`config.mk`:
```
export PLATFORM = sky130hd
export DESIGN_NAME = mref_addr_seq
export DESIGN_NICKNAME = d
export VERILOG_FILES = /design/src/rtl/mref_pkg.sv /design/src/rtl/mref_ea_form.sv /design/src/rtl/mref_pc_next.sv /design/src/rtl/mref_addr_seq.sv
export SDC_FILE = /design/constraint.sdc
export NUM_CORES = 1
export LEC_CHECK = 0
export BUFFER_PORTS_ARGS = -buffer_cell sky130_fd_sc_hd__buf_4
export CORE_MARGIN = 4
export CORE_UTILIZATION = 54
export DETAILED_ROUTE_END_ITERATION = 10
export GPL_ROUTABILITY_DRIVEN = 1
export PLACE_DENSITY = 0.75
export SLEW_MARGIN = 10
export SYNTH_ARGS = -nofsm -noshare
export SYNTH_HDL_FRONTEND = slang
export SYNTH_SLANG_ARGS = --single-unit
```
`constraint.sdc`:
```
create_clock -name clk -period 4.7 [get_ports clk]
set_input_delay 0.235 -clock clk [delete_from_list [all_inputs] [get_ports clk]]
set_output_delay 0.235 -clock clk [all_outputs]
set_load 0.005 [all_outputs]
```
`src/rtl/mref_pkg.sv`:
```
package mref_pkg;
    localparam int WORD_W  = 12;
    localparam int FLD_W   = 3;
    localparam int OFS_W   = 7;
    localparam int ADDR_W  = WORD_W + FLD_W;
    localparam int OP_W    = 3;
    localparam int AUTO_LO = 8;
    localparam int AUTO_HI = 15;

    typedef enum logic [2:0] {
        ST_IDLE,
        ST_RD,
        ST_WAIT,
        ST_WB,
        ST_FIN
    } seq_st_e;

    typedef struct packed {
        seq_st_e             st;
        logic [ADDR_W-1:0]   ptr;
        logic [ADDR_W-1:0]   addr;
        logic [WORD_W-1:0]   wdata;
        logic [ADDR_W-1:0]   npc;
        logic [ADDR_W-1:0]   ret;
        logic [ADDR_W-1:0]   pc;
        logic [FLD_W-1:0]    ifld;
        logic [FLD_W-1:0]    dfld;
        logic                irq;
        logic                jump;
        logic                call;
        logic                inc;
    } seq_regs_t;
endpackage

```
`src/rtl/mref_ea_form.sv`:
```
module mref_ea_form
    import mref_pkg::*;
(
    input  logic [WORD_W-1:0]     instr,
    input  logic [WORD_W-OFS_W-1:0] pc_page,
    input  logic                  irq,
    output logic                  is_mem,
    output logic                  is_ind,
    output logic                  is_jump,
    output logic                  is_call,
    output logic                  auto_inc,
    output logic [WORD_W-1:0]     lo
);
    localparam logic [WORD_W-1:0] IRQ_WORD = WORD_W'(12'o4000);

    logic [WORD_W-1:0] eff;
    logic [OP_W-1:0]   op;
    logic              non_redir;
    logic              in_auto;

    always_comb begin
        eff       = irq ? IRQ_WORD : instr;
        op        = eff[WORD_W-1 -: OP_W];
        is_mem    = (op <= OP_W'(5));
        is_ind    = is_mem && eff[OFS_W+1];
        is_jump   = (op == OP_W'(5));
        is_call   = (op == OP_W'(4));
        lo        = {(eff[OFS_W] ? pc_page : '0), eff[OFS_W-1:0]};
        non_redir = (op == OP_W'(0)) || (op == OP_W'(1)) || (op == OP_W'(3));
        in_auto   = (lo >= WORD_W'(AUTO_LO)) && (lo <= WORD_W'(AUTO_HI));
        auto_inc  = is_ind && non_redir && in_auto;
    end
endmodule

```
`src/rtl/mref_pc_next.sv`:
```
module mref_pc_next
    import mref_pkg::*;
(
    input  logic [ADDR_W-1:0] pc,
    input  logic              irq,
    input  logic [FLD_W-1:0]  ifld,
    input  logic [WORD_W-1:0] tgt,
    input  logic              jump,
    input  logic              call,
    output logic [ADDR_W-1:0] npc,
    output logic [ADDR_W-1:0] ret
);
    logic [ADDR_W-1:0] seq;

    always_comb begin
        seq = {pc[ADDR_W-1:WORD_W], pc[WORD_W-1:0] + WORD_W'(1)};
        ret = irq ? pc : seq;
        if (call)
            npc = {ifld, tgt + WORD_W'(1)};
        else if (jump)
            npc = {ifld, tgt};
        else
            npc = seq;
    end
endmodule

```
`src/rtl/mref_addr_seq.sv`:
```
module mref_addr_seq
    import mref_pkg::*;
(
    input  logic              clk,
    input  logic              rst_n,
    input  logic              start,
    input  logic [11:0]       instr,
    input  logic [14:0]       pc,
    input  logic [2:0]        dfld,
    input  logic [2:0]        ifld,
    input  logic              irq,
    output logic              busy,
    output logic [14:0]       mem_addr,
    output logic              mem_rd,
    output logic              mem_wr,
    output logic [11:0]       mem_wdata,
    input  logic [11:0]       mem_rdata,
    output logic              done,
    output logic [14:0]       op_addr,
    output logic [14:0]       next_pc,
    output logic [14:0]       ret_pc
);
    seq_regs_t q, d;

    logic              ea_mem, ea_ind, ea_jump, ea_call, ea_inc;
    logic [WORD_W-1:0] ea_lo;

    mref_ea_form u_ea (
        .instr    (instr),
        .pc_page  (pc[WORD_W-1:OFS_W]),
        .irq      (irq),
        .is_mem   (ea_mem),
        .is_ind   (ea_ind),
        .is_jump  (ea_jump),
        .is_call  (ea_call),
        .auto_inc (ea_inc),
        .lo       (ea_lo)
    );

    logic              idle;
    logic [ADDR_W-1:0] pn_pc;
    logic              pn_irq, pn_jump, pn_call;
    logic [FLD_W-1:0]  pn_ifld;
    logic [WORD_W-1:0] pn_tgt, fin;
    logic [ADDR_W-1:0] pn_npc, pn_ret;

    always_comb begin
        idle    = (q.st == ST_IDLE);
        fin     = q.inc ? mem_rdata + WORD_W'(1) : mem_rdata;
        pn_pc   = idle ? pc      : q.pc;
        pn_irq  = idle ? irq     : q.irq;
        pn_ifld = idle ? ifld    : q.ifld;
        pn_jump = idle ? ea_jump : q.jump;
        pn_call = idle ? ea_call : q.call;
        pn_tgt  = idle ? ea_lo   : fin;
    end

    mref_pc_next u_pn (
        .pc   (pn_pc),
        .irq  (pn_irq),
        .ifld (pn_ifld),
        .tgt  (pn_tgt),
        .jump (pn_jump),
        .call (pn_call),
        .npc  (pn_npc),
        .ret  (pn_ret)
    );

    always_comb begin
        d = q;
        unique case (q.st)
            ST_IDLE: begin
                if (start) begin
                    d.pc   = pc;
                    d.irq  = irq;
                    d.ifld = ifld;
                    d.dfld = dfld;
                    d.jump = ea_jump;
                    d.call = ea_call;
                    d.inc  = ea_inc;
                    d.ret  = pn_ret;
                    d.ptr  = {dfld, ea_lo};
                    d.npc  = pn_npc;
                    if (!ea_mem) begin
                        d.addr = '0;
                        d.st   = ST_FIN;
                    end else if (!ea_ind) begin
                        d.addr = {(ea_jump || ea_call) ? ifld : dfld, ea_lo};
                        d.st   = ST_FIN;
                    end else begin
                        d.st   = ST_RD;
                    end
                end
            end
            ST_RD:   d.st = ST_WAIT;
            ST_WAIT: begin
                d.addr  = {(q.jump || q.call) ? q.ifld : q.dfld, fin};
                d.npc   = pn_npc;
                d.wdata = fin;
                d.st    = q.inc ? ST_WB : ST_FIN;
            end
            ST_WB:   d.st = ST_FIN;
            ST_FIN:  d.st = ST_IDLE;
            default: d.st = ST_IDLE;
        endcase
    end

    always_ff @(posedge clk) begin
        if (!rst_n) begin
            q <= '0;
        end else begin
            q <= d;
        end
    end

    assign busy      = (q.st != ST_IDLE);
    assign mem_rd    = (q.st == ST_RD);
    assign mem_wr    = (q.st == ST_WB);
    assign mem_addr  = q.ptr;
    assign mem_wdata = q.wdata;
    assign done      = (q.st == ST_FIN);
    assign op_addr   = q.addr;
    assign next_pc   = q.npc;
    assign ret_pc    = q.ret;
endmodule

```
==> run summary, run 1 <==
Unrepaired setup endpoints after global routing: false
Slowest cell on the critical path: mux2i_1
Most frequent cells in the layout: nand2_1, buf_4, dfxtp_1
WL/cell: 19.4 microns
Final HPWL from detailed placement: 13,300 microns
I/O pin total: 125
Post-route core utilization: 61.9%
Total Neg Setup Slack: 0 ns
Resize count post-CTS: 0
GP Congestion: 0.983
Post-CTS Setup Inserts: 0
Root Buffer: clkbuf_8
Sequential fraction of the synthesis area: 33.4%
Hold_buf cts: 0
Die ar.: 12,500 sq um
Number of H-tree branching levels: 3
Cts bufs inserted: 9
Main synth FF type: dfxtp_1
Final Setup Violations: 0
Die width: 112 microns
Worst-path fanout max: 30
Post-route DRC: 0
Effective utilization at floorplan: 55.8%
Asr flop ratio synth: 0%
Least-Margin Pin Slew: 0.975 ns
Critical path launch point type: register
Final Cell Area: 6440 sq um
Clock Path Buffers: 2
Power Total: 1.91 mW
Type of the worst setup path: register to register
DR iter-0 viols: 500
Area growth from synthesis to layout: 10.8%
Max-slew headroom: 35.0%
PD cells: 296 nW/um^2
Row Count: 37
Port bufs: 124
Hold Vio Cnt, Final: 0
Leakage: 2.74 nW
Worst Skew: 0.0125 ns
Worst path bufs/invs: 1
Vias per inst: 5.89
Synthesized instance count: 758
CTS tree: built
Vias in the first global route: 5,053
Distinct cells, synth: 65
Via count: 5,430
Sink Count: 97
DIE HEIGHT: 112 microns
Post-Route WL: 17,800 microns
Placed insts: 906
Drt pass-1 iters: 7
Fin crit period: 2.96 ns
Pin count of the biggest net entering global routing: 53
Post-synth EDFFs: 0
Setup crit end kind: register
CP cell instances: nor3_4 > buf_4 > mux2i_1 > nand2_1 > mux4_2 > nand2_1 > a21boi_1
Cell Area, Synth: 5810 sq um
CP Data Required Time: 4.99 ns
Worst-Skew Late Latency: 0.39 ns
Critical Path Max Stage Delay: 0.79 ns
Final worst path period share: 63.0%
Yosys warns: 0
Non-Filler Instances: 922
Crit path max-delay family: multiplexers
Clk pin slew, worst setup/hold paths: 0.11 ns
Max Freq: 0.338 GHz
Share of cells above drive strength 1: 21.4%
DP Area: 6230 sq um
Core Region: 10,400 sq um
Synthesized net count: 810
Final net count: 833
First-pass GRT wire length: 28,100 microns
Synthesized flop and latch total: 97
Top cell by count, worst path: nand2_1
Detail Route Antenna Nets: 0
ANT cells: 0
Antenna violations before repair: 0
Tot GR Track Use: 28.2%
Most common cell after layout, fill and taps aside: nand2_1
Max-slew violations: 0
Maximum capacitance violations: 0
WP data arrival: 3.25 ns
Worst vdd ir: 152 uV
Worst hold path type: input port to register
Synthesized area per cell: 7.67 sq um
Status: finished, final reports clean
GRT Residual Overflow: 0
worst paths after layout:
path / from / endpoint / slack [ns] / cells after the start
max: q[97] / next_pc[13] / 1.74 / 7
min: dfld[2] / mem_addr[14] / 0.09 / 3
max reg2reg: q[97] / next_pc[13] / 1.74 / 7
min reg2reg: mem_addr[3] / mem_addr[3] / 0.46 / 2
per-stage QoR:
stage                     setup WS [ns]  hold WS (ns)
after detailed placement           1.76         0.449
after global routing               1.46        0.0861
after global placement             1.89         0.444
after floorplan                    2.20         0.371
after CTS                          1.74        0.0827
final                              1.74        0.0894
power by group:
group	switching, mW	internal (mW)	total [mW]
clock	0.328	0.256	0.584
combinational	0.249	0.170	0.419
sequential	0.0350	0.870	0.905
total	0.611	1.30	1.91
Yosys cell counts, types with 4 or more instances:
| cell | count | area share (%) |
|---|---|---|
| nand2_1 | 134 | 8.7 |
| dfxtp_1 | 97 | 33 |
| a21oi_1 | 81 | 7.0 |
| buf_4 | 72 | 9.3 |
| nor2_1 | 46 | 3.0 |
| o21ai_0 | 38 | 3.3 |
| clkbuf_1 | 33 | 2.1 |
| nand3_1 | 29 | 2.5 |
| mux2i_1 | 15 | 2.6 |
| nor2b_1 | 14 | 1.5 |
| xnor2_1 | 14 | 2.1 |
| xor2_1 | 12 | 1.8 |
| nor3_1 | 11 | 0.95 |
| buf_2 | 10 | 0.86 |
| a21boi_0 | 9 | 1.2 |
| and3_1 | 9 | 0.97 |
| a211oi_1 | 7 | 0.90 |
| a311oi_1 | 7 | 1.1 |
| nand2b_1 | 7 | 0.75 |
| o211a_1 | 7 | 1.2 |
| o31ai_1 | 7 | 0.90 |
| inv_1 | 6 | 0.39 |
| nand4_1 | 6 | 0.65 |
| or3_1 | 6 | 0.65 |
| and2_1 | 5 | 0.54 |
| mux2_2 | 4 | 0.77 |
| o211ai_1 | 4 | 0.52 |
| o21a_1 | 4 | 0.52 |
| o21ai_1 | 4 | 0.34 |
registers in the layout, indices dropped and copies added, names as in the netlist:
signal,flops
mem_addr,15
mem_wdata,12
next_pc,15
op_addr,15
q,25
ret_pc,15
routing by layer:
metal | part of all wire [%] | GRT usage (%)
met5 | 0 | 0
met2 | 46 | 44.4
met3 | 7.8 | 6.63
met4 | 1.8 | 6.81
met1 | 44 | 39.1
cell families (layout without fill, tap and decap cells):
logic type	after synthesis	count (layout)	synth area share (%)
xor gates and xnor gates	26	26	3.92
adders and majority gates	3	3	0.646
muxes	22	22	4.52
buffers and inverters	124	152	12.9
DFF	97	97	33.4
AOI/OAI and AO/OA	196	196	20.9
and+or+nand+nor	290	290	23.7
area by class of cell:
class | instances | area [sq um]
Clock buffer | 9 | 124
Clock inverter | 7 | 83.8
Fill cell | 966 | 3970
Inverter | 7 | 26.3
Multi-Input combinational cell | 537 | 3130
Sequential cell | 97 | 1940
Tap cell | 136 | 170
Timing Repair Buffer | 129 | 968
worst reg2reg max path: stages, from the launching register on:
cell	delay, ns
dfxtp_1	0.40
nor3_4	0.41
buf_4	0.42
mux2i_1	0.80
nand2_1	0.31
mux4_2	0.34
nand2_1	0.10
a21boi_1	0.09
No activity file was read; power rests on OpenSTA's default activity.
==> inputs of run 2 (changes only) <==
- ABC_AREA: unset -> 1
- CORE_UTILIZATION: 54 -> 50
- PLACE_DENSITY: 0.75 -> 0.73
- clock period: 4.7 -> 2.7 ns (I/O delays scaled with it)
==> run 2 against run 1 <==
  * Sequential cell count did not move
  * Die area rose by 10%
  * Utilization fell by 4.0 points
  * Non-clock buffer count rose by 9
  * Maximum frequency rose by 25%
  * Critical endpoint is now next_pc[6]
  * Routed wire length fell by 4.3%
==> run summary, run 2 <==
Status: finished, final reports clean
Least-Margin Pin Slew: 0.660 ns
Resize count post-CTS: 0
Pin count of the biggest net entering global routing: 55
Port bufs: 124
Detail Route Antenna Nets: 0
Biggest register: q
Post-Route WL: 17,100 microns
Most common cell after layout, fill and taps aside: nand2_1
Adder-cell share of the synthesized area: 0.629%
Max Freq: 0.421 GHz
I/O pin total: 125
Leakage: 3.15 nW
Worst-Skew Late Latency: 0.35 ns
WL/cell: 15.6 microns
Top cell by count, worst path: nand2_1
Clock power share: 33.0%
Fin crit period: 2.38 ns
Die width: 117 microns
Yosys warns: 0
Sequential power share: 42.9%
Vias in the first global route: 5,267
DR iter-0 viols: 515
Yosys top cell area share: 32.5%
ANT cells: 0
Tot GR Track Use: 25.1%
Final HPWL from detailed placement: 12,900 microns
Synth Area in Simple Gates: 30.0%
Unrepaired setup endpoints after global routing: false
Synth Area in Compound Gates: 17.4%
Share of cells above drive strength 1: 20.4%
PD cells: 552 nW/um^2
Most common cell in the netlist: nand2_1
Total Neg Setup Slack: 0 ns
Power Total: 3.70 mW
Synth cell count leaders: nand2_1, dfxtp_1, nand3_1, inv_1, a21oi_1
Final Setup Violations: 0
Sw Share: 31.2%
Final WS setup: 0.323 ns
Cts bufs inserted: 9
Synthesized area per cell: 6.56 sq um
Core Region: 11,600 sq um
Synthesized net count: 961
GP Congestion: 0.953
GRT Residual Overflow: 0
Hold_buf cts: 0
Post-CTS Setup Inserts: 0
Maximum capacitance violations: 0
Via count: 5,832
Max-slew violations: 0
Post-route DRC: 0
Hold Vio Cnt, Final: 0
Final worst path period share: 88.0%
Main synth FF type: dfxtp_1
CP Data Required Time: 2.95 ns
Worst slack, placed: 0.375 ns
Largest family of logic cells by synthesized area: simple AND/OR/NAND/NOR gates
Post-synthesis xor/xnor area fraction: 0.587%
Root Buffer: clkbuf_16
Setup crit end kind: register
Max reg flops: 25
Max-slew headroom: 56.0%
Sw power: 1.15 mW
WP data arrival: 2.62 ns
Synthesized flop and latch total: 97
Worst-path fanout max: 18
Drt pass-1 iters: 6
Synthesized instance count: 909
Worst hold path type: input port to register
Critical Path Max Stage Delay: 0.35 ns
Mux cell area share after synthesis: 0%
Row Count: 39
Clock Path Buffers: 2
Die ar.: 13,700 sq um
Sink Count: 97
Worst vdd ir: 325 uV
Synth area leaders: dfxtp_1, nand2_1, buf_4
CP cell instances: nor2_4 > nand2_4 > nand2_1 > o21ai_2 > inv_1 > ha_1 > nand2_1 > nor2_2 > nand2_1 > xor2_1 > nand2_1 > nand2_1 > nand2_1 > o21bai_1 > inv_1
Asr flop ratio synth: 0%
Worst Skew: 0.00785 ns
Most frequent cells in the layout: nand2_1, buf_4, dfxtp_1
Post-synth EDFFs: 0
Cell-internal power: 2.54 mW
Number of H-tree branching levels: 3
Area growth from synthesis to layout: 12.2%
Distinct cells, synth: 38
Cell Area, Synth: 5970 sq um
Antenna violations before repair: 0
Vias per inst: 5.34
Logic pwr share: 24.0%
DIE HEIGHT: 117 microns
Sequential fraction of the synthesis area: 32.5%
Post-synth top area cell: dfxtp_1
Slowest cell on the critical path: dfxtp_1
Effective utilization at floorplan: 51.6%
First-pass GRT wire length: 26,800 microns
Critical path launch point type: register
Final net count: 997
CTS tree: built
Type of the worst setup path: register to register
Clk pin slew, worst setup/hold paths: 0.07 ns
==> run 2: cell types whose count changed in the layout (fill, tap and decap cells not counted), sizes merged, moves of 10 or more <==
cell    delta
nand2    +103
inv       +80
nand3     +61
o21ai     +31
nor2      +18
mux2i     -15
nor2b     -14
a21boi    -12
xnor2     -12
a31oi     +10
xor2      -10
==> run 2: final timing paths <==
check                           startpoint  slack (ns)  depth (start not counted)         end
worst min register to register       q[21]        0.46                          2       q[21]
worst max-delay path                 q[97]        0.32                         15  next_pc[6]
worst max register to register       q[97]        0.32                         15  next_pc[6]
worst min-delay path                 pc[1]        0.03                          3       q[11]
==> run 2: layer usage <==
metal | wire, microns | part of all wire (%) | up-vias | GRT usage [%]
li1 | - | - | 2960 | -
met1 | 7870 | 46 | 2641 | 34.9
met2 | 7750 | 45 | 211 | 39.0
met3 | 1180 | 6.9 | 20 | 4.88
met4 | 282 | 1.7 | 0 | 8.64
met5 | 0 | 0 | - | 0
==> run 2: power by group through the flow <==
stage	registers, mW	logic, mW	clock network [mW]
3_5_place_dp	1.62	0.875	0
3_3_place_gp	1.62	0.869	0
2_1_floorplan	1.60	0.653	0
6_report	1.59	0.888	1.22
4_1_cts	1.59	0.882	1.24
5_1_grt	1.60	0.992	1.31
==> run 2: kinds of logic after synthesis <==
| kind of cell | after synthesis |
|---|---|
| AOI/OAI and AO/OA | 189 |
| xor gates and xnor gates | 4 |
| adders and majority gates | 3 |
| buffers and inverters | 206 |
| DFF | 97 |
| and+or+nand+nor | 410 |
==> run 2: cell type report <==
type / count / area [sq um]
multi-input combinational: 606 / 2900
clock inverter: 4 / 27.5
sequential: 97 / 1940
inverter: 93 / 352
fill: 1156 / 4870
clock buffer: 12 / 256
tap: 143 / 179
timing repair buffer: 138 / 1040
==> run 2: critical path, delay by kind of cell, from the launching register on <==
| kind | cells | cell delay (ns) |
|---|---|---|
| simple gates | 9 | 1.17 |
| flops | 1 | 0.35 |
| fa+ha+maj | 1 | 0.19 |
| buf+inv | 2 | 0.17 |
| xor+xnor | 1 | 0.17 |
| compound gates | 2 | 0.21 |
==> run 2: through the flow <==
step           hold WS (ns)  area (sq um)  instances  utilization [%]
2_1_floorplan         0.270          5970        909                -
3_3_place_gp          0.376          6410       1077             55.4
3_5_place_dp          0.386          6410       1077             55.4
4_1_cts              0.0131          6700       1093             57.9
5_1_grt              0.0355          6700       1093             57.9
6_report             0.0309          6700       1093             57.9
